$ cat src/rtl/pllsrch_pkg.sv
// Package: shared state encoding for the PLL divider search engine.
// Assumes: nothing beyond IEEE 1800-2017.
package pllsrch_pkg;

    typedef enum logic [2:0] {
        ST_IDLE,
        ST_VCO_GO,
        ST_VCO_WAIT,
        ST_PD_GO,
        ST_PD_WAIT,
        ST_FINISH
    } srch_st_e;

endpackage

$ cat src/rtl/pllsrch_div.sv
// Module: bit-serial restoring unsigned divider.
// Produces floor(num/den) NUM_W cycles after go_i; done_o pulses for one cycle
// with quo_o valid. Assumes den_i is non-zero and go_i only arrives while idle.
module pllsrch_div #(
    parameter int NUM_W = 76,
    parameter int DEN_W = 12
) (
    input  logic             clk,
    input  logic             rst_n,
    input  logic             go_i,
    input  logic [NUM_W-1:0] num_i,
    input  logic [DEN_W-1:0] den_i,
    output logic             done_o,
    output logic [NUM_W-1:0] quo_o
);
    localparam int CNT_W = $clog2(NUM_W + 1);

    logic             busy_q;
    logic [CNT_W-1:0] cnt_q;
    logic [DEN_W:0]   rem_q;
    logic [DEN_W:0]   den_q;
    logic [NUM_W-1:0] quo_q;
    logic [DEN_W:0]   shifted;
    logic             fit;
    logic [DEN_W:0]   rem_nxt;

    // Trial subtraction for one quotient bit.
    always_comb begin
        shifted = {rem_q[DEN_W-1:0], quo_q[NUM_W-1]};
        fit     = (shifted >= den_q);
        rem_nxt = fit ? (shifted - den_q) : shifted;
    end

    // Iteration register: load operands, then shift one bit per cycle.
    always_ff @(posedge clk) begin
        if (!rst_n) begin
            busy_q <= 1'b0;
            done_o <= 1'b0;
            cnt_q  <= '0;
            rem_q  <= '0;
            den_q  <= '0;
            quo_q  <= '0;
        end else begin
            done_o <= 1'b0;
            if (go_i && !busy_q) begin
                busy_q <= 1'b1;
                cnt_q  <= CNT_W'(NUM_W);
                rem_q  <= '0;
                den_q  <= {1'b0, den_i};
                quo_q  <= num_i;
            end else if (busy_q) begin
                rem_q <= rem_nxt;
                quo_q <= {quo_q[NUM_W-2:0], fit};
                cnt_q <= cnt_q - CNT_W'(1);
                if (cnt_q == CNT_W'(1)) begin
                    busy_q <= 1'b0;
                    done_o <= 1'b1;
                end
            end
        end
    end

    assign quo_o = quo_q;

    // A zero divisor would make every candidate rate meaningless.
    assert_den_nonzero_R1: assert property (@(posedge clk) disable iff (!rst_n)
        go_i |-> (den_i != '0));

    // A launch is never issued while a division is in flight.
    assert_no_overlap_R1: assert property (@(posedge clk) disable iff (!rst_n)
        go_i |-> !busy_q);

endmodule

$ cat src/rtl/pllsrch_iter.sv
// Module: two-level nested range counter.
// The inner index runs I_MIN..I_MAX for each outer index O_MIN..O_MAX.
// clr_i restarts at (O_MIN, I_MIN); step_i advances one position.
// last_o flags the final position. Assumes the ranges fit the widths.
module pllsrch_iter #(
    parameter int W_OUT = 12,
    parameter int W_IN  = 6,
    parameter int O_MIN = 8,
    parameter int O_MAX = 1066,
    parameter int I_MIN = 1,
    parameter int I_MAX = 63
) (
    input  logic             clk,
    input  logic             rst_n,
    input  logic             clr_i,
    input  logic             step_i,
    output logic [W_OUT-1:0] outer_o,
    output logic [W_IN-1:0]  inner_o,
    output logic             last_o
);
    localparam logic [W_OUT-1:0] OMIN = W_OUT'(O_MIN);
    localparam logic [W_OUT-1:0] OMAX = W_OUT'(O_MAX);
    localparam logic [W_IN-1:0]  IMIN = W_IN'(I_MIN);
    localparam logic [W_IN-1:0]  IMAX = W_IN'(I_MAX);

    // Position register: restart on clear, inner-first increment on step.
    always_ff @(posedge clk) begin
        if (!rst_n || clr_i) begin
            outer_o <= OMIN;
            inner_o <= IMIN;
        end else if (step_i) begin
            if (inner_o == IMAX) begin
                inner_o <= IMIN;
                outer_o <= (outer_o == OMAX) ? OMIN : outer_o + W_OUT'(1);
            end else begin
                inner_o <= inner_o + W_IN'(1);
            end
        end
    end

    assign last_o = (outer_o == OMAX) && (inner_o == IMAX);

    // Inner index advances by exactly one inside its range.
    assert_inner_step_R3: assert property (@(posedge clk) disable iff (!rst_n)
        (step_i && !clr_i && inner_o != IMAX) |=>
            (inner_o == W_IN'($past(inner_o) + W_IN'(1))) && $stable(outer_o));

    // Inner index wraps to its minimum when the outer index moves.
    assert_inner_wrap_R3: assert property (@(posedge clk) disable iff (!rst_n)
        (step_i && !clr_i && inner_o == IMAX) |=> (inner_o == IMIN));

endmodule

$ cat src/rtl/pll_div_search.sv
// Module: PLL divider setting search engine (top).
// Scans fb/ref pairs (fb outer), keeps pairs whose VCO rate is inside the
// window, and for each scans pd2/pd1 (pd2 outer). It keeps the highest rate
// not above the clamped target and stops on an exact hit. Assumes the range
// parameters fit the field widths and that RF_MIN >= 1.
module pll_div_search
    import pllsrch_pkg::*;
#(
    parameter int          RATE_W  = 64,
    parameter int          FB_W    = 12,
    parameter int          RF_W    = 6,
    parameter int          PD_W    = 3,
    parameter int          FB_MIN  = 8,
    parameter int          FB_MAX  = 1066,
    parameter int          RF_MIN  = 1,
    parameter int          RF_MAX  = 63,
    parameter int          PD_MAX  = 7,
    parameter logic [63:0] VCO_MIN = 64'd1600000000,
    parameter logic [63:0] VCO_MAX = 64'd3200000000,
    parameter logic [63:0] OUT_MIN = 64'd25000,
    parameter logic [63:0] OUT_MAX = 64'd3200000000
) (
    input  logic                          clk,
    input  logic                          rst_n,
    input  logic                          start_i,
    input  logic [RATE_W-1:0]             parent_rate_i,
    input  logic [RATE_W-1:0]             target_rate_i,
    output logic                          done_o,
    output logic                          err_o,
    output logic [RATE_W-1:0]             rate_o,
    output logic [FB_W+RF_W+2*PD_W-1:0]   ctrl_o
);
    localparam int NUM_W = RATE_W + FB_W;
    localparam int DEN_W = RF_W + 2 * PD_W;
    localparam int CW_W  = FB_W + RF_W + 2 * PD_W;
    localparam logic [NUM_W-1:0]  VMIN_N = NUM_W'(VCO_MIN);
    localparam logic [NUM_W-1:0]  VMAX_N = NUM_W'(VCO_MAX);
    localparam logic [RATE_W-1:0] OMIN_R = RATE_W'(OUT_MIN);
    localparam logic [RATE_W-1:0] OMAX_R = RATE_W'(OUT_MAX);

    srch_st_e            st, st_n;
    logic [RATE_W-1:0]   par_q, tgt_q, best_q, tgt_clamped;
    logic [CW_W-1:0]     best_ctrl_q;
    logic [FB_W-1:0]     fb_c;
    logic [RF_W-1:0]     rf_c;
    logic [PD_W-1:0]     p1_c, p2_c;
    logic                pair_last, pd_last;
    logic                pair_clr, pair_step, pd_clr, pd_step;
    logic                div_go, div_done;
    logic [NUM_W-1:0]    div_num, quo;
    logic [DEN_W-1:0]    div_den, pd_den;
    logic [NUM_W-1:0]    tgt_n, best_n;
    logic                vco_ok, fits, better, exact;

    // fb/ref pair sequencer: fb outer, ref inner.
    pllsrch_iter #(
        .W_OUT(FB_W), .W_IN(RF_W),
        .O_MIN(FB_MIN), .O_MAX(FB_MAX), .I_MIN(RF_MIN), .I_MAX(RF_MAX)
    ) pair_it (
        .clk(clk), .rst_n(rst_n), .clr_i(pair_clr), .step_i(pair_step),
        .outer_o(fb_c), .inner_o(rf_c), .last_o(pair_last)
    );

    // Post-divider sequencer: pd2 outer, pd1 inner.
    pllsrch_iter #(
        .W_OUT(PD_W), .W_IN(PD_W),
        .O_MIN(0), .O_MAX(PD_MAX), .I_MIN(0), .I_MAX(PD_MAX)
    ) pd_it (
        .clk(clk), .rst_n(rst_n), .clr_i(pd_clr), .step_i(pd_step),
        .outer_o(p2_c), .inner_o(p1_c), .last_o(pd_last)
    );

    // Shared divider for both the VCO check and the candidate rate.
    pllsrch_div #(.NUM_W(NUM_W), .DEN_W(DEN_W)) div_u (
        .clk(clk), .rst_n(rst_n), .go_i(div_go),
        .num_i(div_num), .den_i(div_den), .done_o(div_done), .quo_o(quo)
    );

    // Operand build, target clamp and candidate comparisons.
    always_comb begin
        div_num = NUM_W'(par_q) * NUM_W'(fb_c);
        pd_den  = DEN_W'(rf_c)
                * DEN_W'({1'b0, p1_c} + (PD_W+1)'(1))
                * DEN_W'({1'b0, p2_c} + (PD_W+1)'(1));
        div_den = (st == ST_VCO_GO) ? DEN_W'(rf_c) : pd_den;
        div_go  = (st == ST_VCO_GO) || (st == ST_PD_GO);
        tgt_clamped = (target_rate_i < OMIN_R) ? OMIN_R :
                      (target_rate_i > OMAX_R) ? OMAX_R : target_rate_i;
        tgt_n  = NUM_W'(tgt_q);
        best_n = NUM_W'(best_q);
        vco_ok = (quo >= VMIN_N) && (quo <= VMAX_N);
        fits   = (quo <= tgt_n);
        better = fits && (quo > best_n);
        exact  = fits && (quo == tgt_n);
    end

    // Next-state and sequencer control.
    always_comb begin
        st_n      = st;
        pair_clr  = 1'b0;
        pair_step = 1'b0;
        pd_clr    = 1'b0;
        pd_step   = 1'b0;
        case (st)
            ST_IDLE: if (start_i) begin
                pair_clr = 1'b1;
                st_n     = ST_VCO_GO;
            end
            ST_VCO_GO: st_n = ST_VCO_WAIT;
            ST_VCO_WAIT: if (div_done) begin
                if (vco_ok) begin
                    pd_clr = 1'b1;
                    st_n   = ST_PD_GO;
                end else if (pair_last) begin
                    st_n = ST_FINISH;
                end else begin
                    pair_step = 1'b1;
                    st_n      = ST_VCO_GO;
                end
            end
            ST_PD_GO: st_n = ST_PD_WAIT;
            ST_PD_WAIT: if (div_done) begin
                if (exact) begin
                    st_n = ST_FINISH;
                end else if (!pd_last) begin
                    pd_step = 1'b1;
                    st_n    = ST_PD_GO;
                end else if (pair_last) begin
                    st_n = ST_FINISH;
                end else begin
                    pair_step = 1'b1;
                    st_n      = ST_VCO_GO;
                end
            end
            ST_FINISH: st_n = ST_IDLE;
            default:   st_n = ST_IDLE;
        endcase
    end

    // State, request capture, best tracking and result registers.
    always_ff @(posedge clk) begin
        if (!rst_n) begin
            st          <= ST_IDLE;
            par_q       <= '0;
            tgt_q       <= '0;
            best_q      <= '0;
            best_ctrl_q <= '0;
            done_o      <= 1'b0;
            err_o       <= 1'b0;
            rate_o      <= '0;
            ctrl_o      <= '0;
        end else begin
            st     <= st_n;
            done_o <= 1'b0;
            if (st == ST_IDLE && start_i) begin
                par_q       <= parent_rate_i;
                tgt_q       <= tgt_clamped;
                best_q      <= '0;
                best_ctrl_q <= '0;
            end
            if (st == ST_PD_WAIT && div_done && better) begin
                best_q      <= quo[RATE_W-1:0];
                best_ctrl_q <= {p2_c, p1_c, rf_c, fb_c};
            end
            if (st == ST_FINISH) begin
                done_o <= 1'b1;
                err_o  <= (best_q == '0);
                rate_o <= best_q;
                ctrl_o <= (best_q == '0) ? '0 : best_ctrl_q;
            end
        end
    end

    // Completion is a single-cycle pulse.
    assert_done_pulse_R10: assert property (@(posedge clk) disable iff (!rst_n)
        done_o |=> !done_o);

    // Request operands are frozen while a search runs.
    assert_busy_hold_R10: assert property (@(posedge clk) disable iff (!rst_n)
        (st != ST_IDLE) |=> ($stable(par_q) && $stable(tgt_q)));

    // Error results carry zero rate and zero control word.
    assert_err_zero_R8: assert property (@(posedge clk) disable iff (!rst_n)
        (done_o && err_o) |-> (rate_o == '0 && ctrl_o == '0));

    // The reported rate never exceeds the clamped target.
    assert_no_exceed_R4: assert property (@(posedge clk) disable iff (!rst_n)
        done_o |-> (rate_o <= tgt_q));

    // The target under search lies inside the clamp window.
    assert_clamped_R7: assert property (@(posedge clk) disable iff (!rst_n)
        (st != ST_IDLE) |-> (tgt_q >= OMIN_R && tgt_q <= OMAX_R));

    // The best rate never drops while candidates are compared.
    assert_best_mono_R5: assert property (@(posedge clk) disable iff (!rst_n)
        (st == ST_PD_WAIT) |=> (best_q >= $past(best_q)));

endmodule

$ cat config.mk
export PLATFORM = sky130hd
export DESIGN_NAME = pll_div_search
export DESIGN_NICKNAME = d
export VERILOG_FILES = /design/src/rtl/pllsrch_pkg.sv /design/src/rtl/pllsrch_div.sv /design/src/rtl/pllsrch_iter.sv /design/src/rtl/pll_div_search.sv
export SDC_FILE = /design/constraint.sdc
export NUM_CORES = 2
export LEC_CHECK = 0
export BUFFER_PORTS_ARGS = -buffer_cell sky130_fd_sc_hd__buf_2
export CAP_MARGIN = 20
export CORE_UTILIZATION = 45
export CTS_BUF_LIST = sky130_fd_sc_hd__clkbuf_8
export DETAILED_ROUTE_END_ITERATION = 10
export SYNTH_ARGS = -nofsm -noshare
export SYNTH_HDL_FRONTEND = slang
export SYNTH_SLANG_ARGS = --single-unit
export TNS_END_PERCENT = 50
$ cat constraint.sdc
create_clock -name clk -period 19 [get_ports clk]
set_clock_uncertainty 0.15 [all_clocks]
set_input_delay 0.95 -clock clk [delete_from_list [all_inputs] [get_ports clk]]
set_output_delay 0.95 -clock clk [all_outputs]
set_load 0.01 [all_outputs]
[After elaboration in Yosys (flattened, before gate mapping)]
Cells that the tools add are included.
Word-level totals
  input bits: 131
  output and inout bits: 90
  flip-flop bits (word level): 442
  word-level logic and storage cells: 123
Cells by class
  multiply operators: 3
  order comparisons: 7
  eq/ne operators: 14
  add/sub/neg operators: 8
  bitwise gates (word level): 2
  multiplexer cells: 46
  reductions and logical operators: 23
Operators by type and width (number)
  $mux 64: 4
  $mux 76: 2
  $eq 76x64->1: 1
  $ge 76x31->1 const B: 1
  $gt 76x64->1: 1
  $le 76x32->1 const B: 1
  $le 76x64->1: 1
  $mul 64x12->76: 1
  $mux 24: 3
  $gt 64x32->1 const B: 1
  $logic_not 64->1: 1
  $lt 64x15->1 const B: 1
  $mux 12: 3
  $mux 3: 9
  $mux 1: 20
  $pmux 3 s5: 1
  $mux 7: 2
  $ge 13x12->1: 1
  $add 12x1->12 const B: 1
  $eq 12x11->1 const B: 1
  $eq 3x3->1 const B: 4
  $mul 10x4->12: 1
  $sub 12x12->12: 1
  $mul 6x4->10: 1
  other kinds (22): 40

[Depth between registers and ports, before layout]
  depth after elaboration: 8
  mapped depth: 25
  depth with buffers taken out: 24

[By module]
A second synthesis with hierarchy kept.
Unflattened totals
  cells, all modules: 5670
  area, all modules: 46742.3 µm²
Modules (own cells, without submodules)
  pll_div_search: area an instance 40091.0 µm², cells each 4878, seq. area each 6185.9 µm², times used 1
  pllsrch_div: area an instance 5421.4 µm², cells each 663, seq. area each 2182.1 µm², times used 1
  pllsrch_iter at pair_it: area an instance 918.4 µm², cells each 100, seq. area each 360.3 µm², times used 1
  pllsrch_iter at pd_it: area an instance 311.5 µm², cells each 29, seq. area each 120.1 µm², times used 1

[Least setup slack after synthesis]
Ideal clock, no wire load.
  kind: register to register
  start: register pair_it.outer_o[4]
  end: register div_u.quo_q[68], in the netlist div_u.quo_o[68]
  period minus slack after synthesis: 6234 ps
  path buffers: 4
  slack: 12766 ps
  stages on the path, launching flop included: 24
  setup time: 79 ps
  arrival time: 6005 ps
  path through: dfxtp_1 clkbuf_1 clkbuf_1 clkbuf_1 nand2_1 fa_1 fa_1 inv_1 fa_1 fa_1 inv_1 fa_1 inv_1 ha_1 buf_2 nand4_1 or3_1 or3_1 o211ai_2 nand3b_1 a211oi_2 o21bai_1 mux2_1 o211ai_1
Between the ends
  cells in the longest elaborated chain, start to end: 2
RTL lines
  from (decl): line pllsrch_iter.sv:17  | output logic [W_OUT-1:0] outer_o,
  from (signal assigned): line pllsrch_iter.sv:34  | outer_o <= (outer_o == OMAX) ? OMIN : outer_o + W_OUT'(1);
  $mul 64x12->76: line pll_div_search.sv:81  | div_num = NUM_W'(par_q) * NUM_W'(fb_c);
  $mux 76: line pllsrch_div.sv:45  | if (go_i && !busy_q) begin
  to (signal assigned): line pllsrch_div.sv:50  | quo_q <= num_i;
  to (signal assigned): line pllsrch_div.sv:53  | quo_q <= {quo_q[NUM_W-2:0], fit};
  to (decl): line pllsrch_div.sv:22  | logic [NUM_W-1:0] quo_q;
Every way passes these cells.
A chain may end at the register's enable or synchronous reset.

[Worst setup path after layout]
  start: register pair_it.outer_o[3]
  end: register div_u.quo_q[66], in the netlist div_u.quo_o[66]
Same word-level chain as after synthesis.

==> impl_metrics.json <==
{
  "status": "finished, final reports clean",
  "clk-insertion-delay-late_ns": 0.77,
  "via_density": 5.37,
  "async_flop_share_pct": 0,
  "port_buffers": 220,
  "route.final.wire_length_um": 133000,
  "cts_tree": "yes",
  "synthSimpleGateAreaFrac_pct": 19.7,
  "core_area_sq_um": 102000,
  "floorplan.initialDensity_pct": 45.5,
  "timing.fmax_mhz": 134,
  "die_height_um": 323,
  "layout.cells.most_common": "sky130_fd_sc_hd__nand2_1",
  "final_net_count": 6724,
  "synthMuxAreaShare_pct": 2.12,
  "clock_tree.buffer_depth": 3,
  "ys_dominant_reg_cell": "sky130_fd_sc_hd__dfxtp_1",
  "worst_setup_hold_path_clk_slew_ns": 0.06,
  "ys_ff_latch": 442,
  "power.leakage_nw": 23.0,
  "antenna_violating_nets_post_route": 0,
  "power_per_cell_area_nw_per_um2": 50.1,
  "holdCritPathClass": "input port to register",
  "globalRouteTotalUtil_pct": 26.0,
  "cp-start-kind": "register",
  "route.detailed.drc": 0,
  "count_of_final_setup_violators": 0,
  "slew_viol_final": 0,
  "layout.area.seq_sq_um": 8860,
  "net-switching-power_w": 0.000791,
  "setup_repair_after_global_routing_missed_its_margin": "no",
  "synth_compound_gate_area_share_pct": 11.6,
  "dr.pass1.iters": 5,
  "comb_power_share_pct": 16.6,
  "max-vdd-ir-drop_uv": 41.8,
  "netlist-cell-type-count": 80,
  "worst-r2r-setup-slack_ns": 11.55,
  "final.fill_count": 10100,
  "worstHoldEndpoint": "par_q[2]",
  "cts_num_sinks": 442,
  "floorplan.rows": 117,
  "timing.hold.worst_path_depth": 3,
  "placed_cell_area_sq_um": 48200,
  "grt_start_max_net_pins": 125,
  "most_frequent_cells_in_the_layout": "sky130_fd_sc_hd__nand2_1 (1136), sky130_fd_sc_hd__inv_1 (876), sky130_fd_sc_hd__fa_1 (645)",
  "post_cts_resize_count": 0,
  "swShare_pct": 31.5,
  "data_arrival_time_at_the_worst_slack_endpoint_ns": 7.93,
  "die_width_um": 323,
  "syn-num-nets": 6729,
  "synthAdderAreaFrac_pct": 35.7,
  "critPathKind": "register to register",
  "average_size_of_a_mapped_cell_sq_um": 8.19,
  "required_ns": 19.48,
  "number_of_warnings_printed_during_yosys_synthesis": 0,
  "multi_input_area_sq_um": 33000,
  "cts_setup_buffers": 0,
  "area_growth_syn_to_layout_pct": 7.95,
  "reg_to_reg_endpoint": "div_u.quo_o[66]",
  "layout-drive-gt1-share_pct": 7.43,
  "reg2reg_from": "pair_it.outer_o[3]",
  "timing_hold_violations_final": 0,
  "fin_crit_ns": 7.45,
  "synth_top_family_by_area": "adder cells",
  "drtIter0Drc": 2466,
  "ctsHtreeMaxLevel": 3,
  "depth_of_the_worst_register_to_register_path": 20,
  "synth_edf_count": 0,
  "ys_seq_area_share_pct": 19.1,
  "grt_overflow": 0,
  "grt_pass1_vias": 38500,
  "synthCells": 5663,
  "wl_per_cell_um": 18.7,
  "clock_tree.root_cell": "sky130_fd_sc_hd__clkbuf_8",
  "gp_congestion": 0.917,
  "p_seq_share_pct": 41.6,
  "cap_viol_max_count": 0,
  "synthesis.area_sq_um": 46400,
  "worstSetupEndpointType": "register",
  "dieArea_sq_um": 104000,
  "timing.slew.headroom_pct": 28.5,
  "grt_first_pass_wirelength_um": 215000,
  "cts_hold_buffers": 0,
  "stdcell_area_sq_um": 50000,
  "internal_power_w": 0.00172,
  "hold_start": "parent_rate_i[2]",
  "route.vias.total": 38100,
  "cts-buffers-inserted": 84,
  "count_of_boundary_i_o_pins": 221,
  "period_share_pct": 39.2,
  "tightest_slew_ns": 1.07,
  "fin_setup_tns_ns": 0,
  "clock_power_share_pct": 41.7,
  "crit_path_max_fanout": 46,
  "post_synthesis_xor_xnor_area_fraction_pct": 1.91,
  "grt_antenna_before_repair": 5,
  "hpwl_um": 97300
}
## flip-flops by register name, indices dropped and copies added (netlist names)
name,count
best_ctrl_q,24
done_o,1
pair_it.outer_o,12
div_u.busy_q,1
ctrl_o,24
div_u.done_o,1
pair_it.inner_o,6
div_u.den_q,12
pd_it.outer_o,3
err_o,1
tgt_q,64
rate_o,64
div_u.quo_o,76
best_q,64
div_u.rem_q,12
div_u.cnt_q,7
par_q,64
st,3
pd_it.inner_o,3
## through the flow
stage,hold slack [ns],total power [W],setup slack [ns],util [%],instances
2_1_floorplan,0.272,0.00133,12.77,-,5663
3_3_place_gp,0.281,0.00147,11.70,47.3,6939
3_5_place_dp,0.285,0.00148,11.66,47.3,6939
4_1_cts,0.190,0.00254,11.64,49.1,7087
5_1_grt,0.228,0.00264,11.28,49.1,7090
6_report,0.261,0.00251,11.55,49.1,7090
## final cells by class
class / count / share of cell area, %
Antenna cell: 2 / 0.0100
Multi-Input combinational cell: 4017 / 65.9
Tap cell: 1368 / 3.42
Timing Repair Buffer: 256 / 2.80
Clock buffer: 105 / 2.89
Inverter: 857 / 6.44
Sequential cell: 442 / 17.7
Clock inverter: 43 / 0.808
## logic make-up after synthesis
| logic type | after synthesis |
|---|---|
| xor+xnor | 101 |
| buf+inv | 1204 |
| simple gates | 2014 |
| compound gates | 869 |
| flops | 442 |
| mux | 98 |
| fa+ha+maj | 935 |
## how the worst max path moves through the flow
stage / startpoint / end / slack [ns] / cells after the start
after global placement: pair_it.outer_o[5] / div_u.quo_o[63] / 11.70 / 21
after floorplan: pair_it.outer_o[4] / div_u.quo_o[68] / 12.77 / 23
after detailed placement: pair_it.outer_o[5] / div_u.quo_o[63] / 11.66 / 21
final: pair_it.outer_o[3] / div_u.quo_o[66] / 11.55 / 20
after CTS: pair_it.outer_o[3] / div_u.quo_o[63] / 11.64 / 21
after global routing: pair_it.outer_o[3] / div_u.quo_o[44] / 11.28 / 21
## Yosys cell counts, drive strengths merged (17+ instances only)
library cell	n	area [sq um]
nand2	1138	4270
nand4	85	532
a31oi	20	125
ha	290	3630
a21o	103	773
fa	645	12900
dfxtp	442	8850
inv	856	3210
o21bai	23	173
o211ai	34	260
nor3	37	190
clkbuf	322	1210
xor2	37	324
nor2b	26	163
a211oi	25	203
a22oi	30	225
buf	25	146
nand2b	24	150
a21oi	360	1810
o211a	17	170
and3	29	181
and2	238	1490
xnor2	64	561
o22ai	18	113
nor2	199	749
mux2i	97	971
nor4	52	332
o21ai	153	769
nand3	128	641
## worst max-delay path: stages, from the launching register on
cell	delay (ns)
sky130_fd_sc_hd__dfxtp_2	0.84
sky130_fd_sc_hd__buf_4	0.71
sky130_fd_sc_hd__nand2_1	0.15
sky130_fd_sc_hd__fa_1	0.48
sky130_fd_sc_hd__fa_1	0.51
sky130_fd_sc_hd__inv_1	0.05
sky130_fd_sc_hd__fa_1	0.46
sky130_fd_sc_hd__fa_1	0.54
sky130_fd_sc_hd__inv_1	0.06
sky130_fd_sc_hd__fa_1	0.55
sky130_fd_sc_hd__inv_1	0.05
sky130_fd_sc_hd__ha_1	0.37
sky130_fd_sc_hd__and2_1	0.19
sky130_fd_sc_hd__and3_1	0.19
sky130_fd_sc_hd__a221oi_1	0.64
sky130_fd_sc_hd__a2111oi_4	0.18
sky130_fd_sc_hd__o21ai_2	0.31
sky130_fd_sc_hd__a21boi_2	0.14
sky130_fd_sc_hd__nor4b_1	0.46
sky130_fd_sc_hd__or4_1	0.18
sky130_fd_sc_hd__a31oi_1	0.06
## power by group through the flow
stage	Sequential [W]	Combinational (W)	Clock, W
after floorplan	0.00100	0.000328	0
after global placement	0.00106	0.000412	0
after detailed placement	0.00106	0.000417	0
after CTS	0.00104	0.000419	0.00108
after global routing	0.00105	0.000474	0.00112
final	0.00104	0.000417	0.00105
## metal layers
layer | part of all wire (%) | routed length, um | global-route usage (%)
met4 | 2.5 | 3330 | 7.38
met5 | 0.0075 | 10 | 0
met3 | 6.3 | 8400 | 4.24
met2 | 44 | 59100 | 41.0
met1 | 47 | 62100 | 36.8
(Power assumes the default switching activity.)
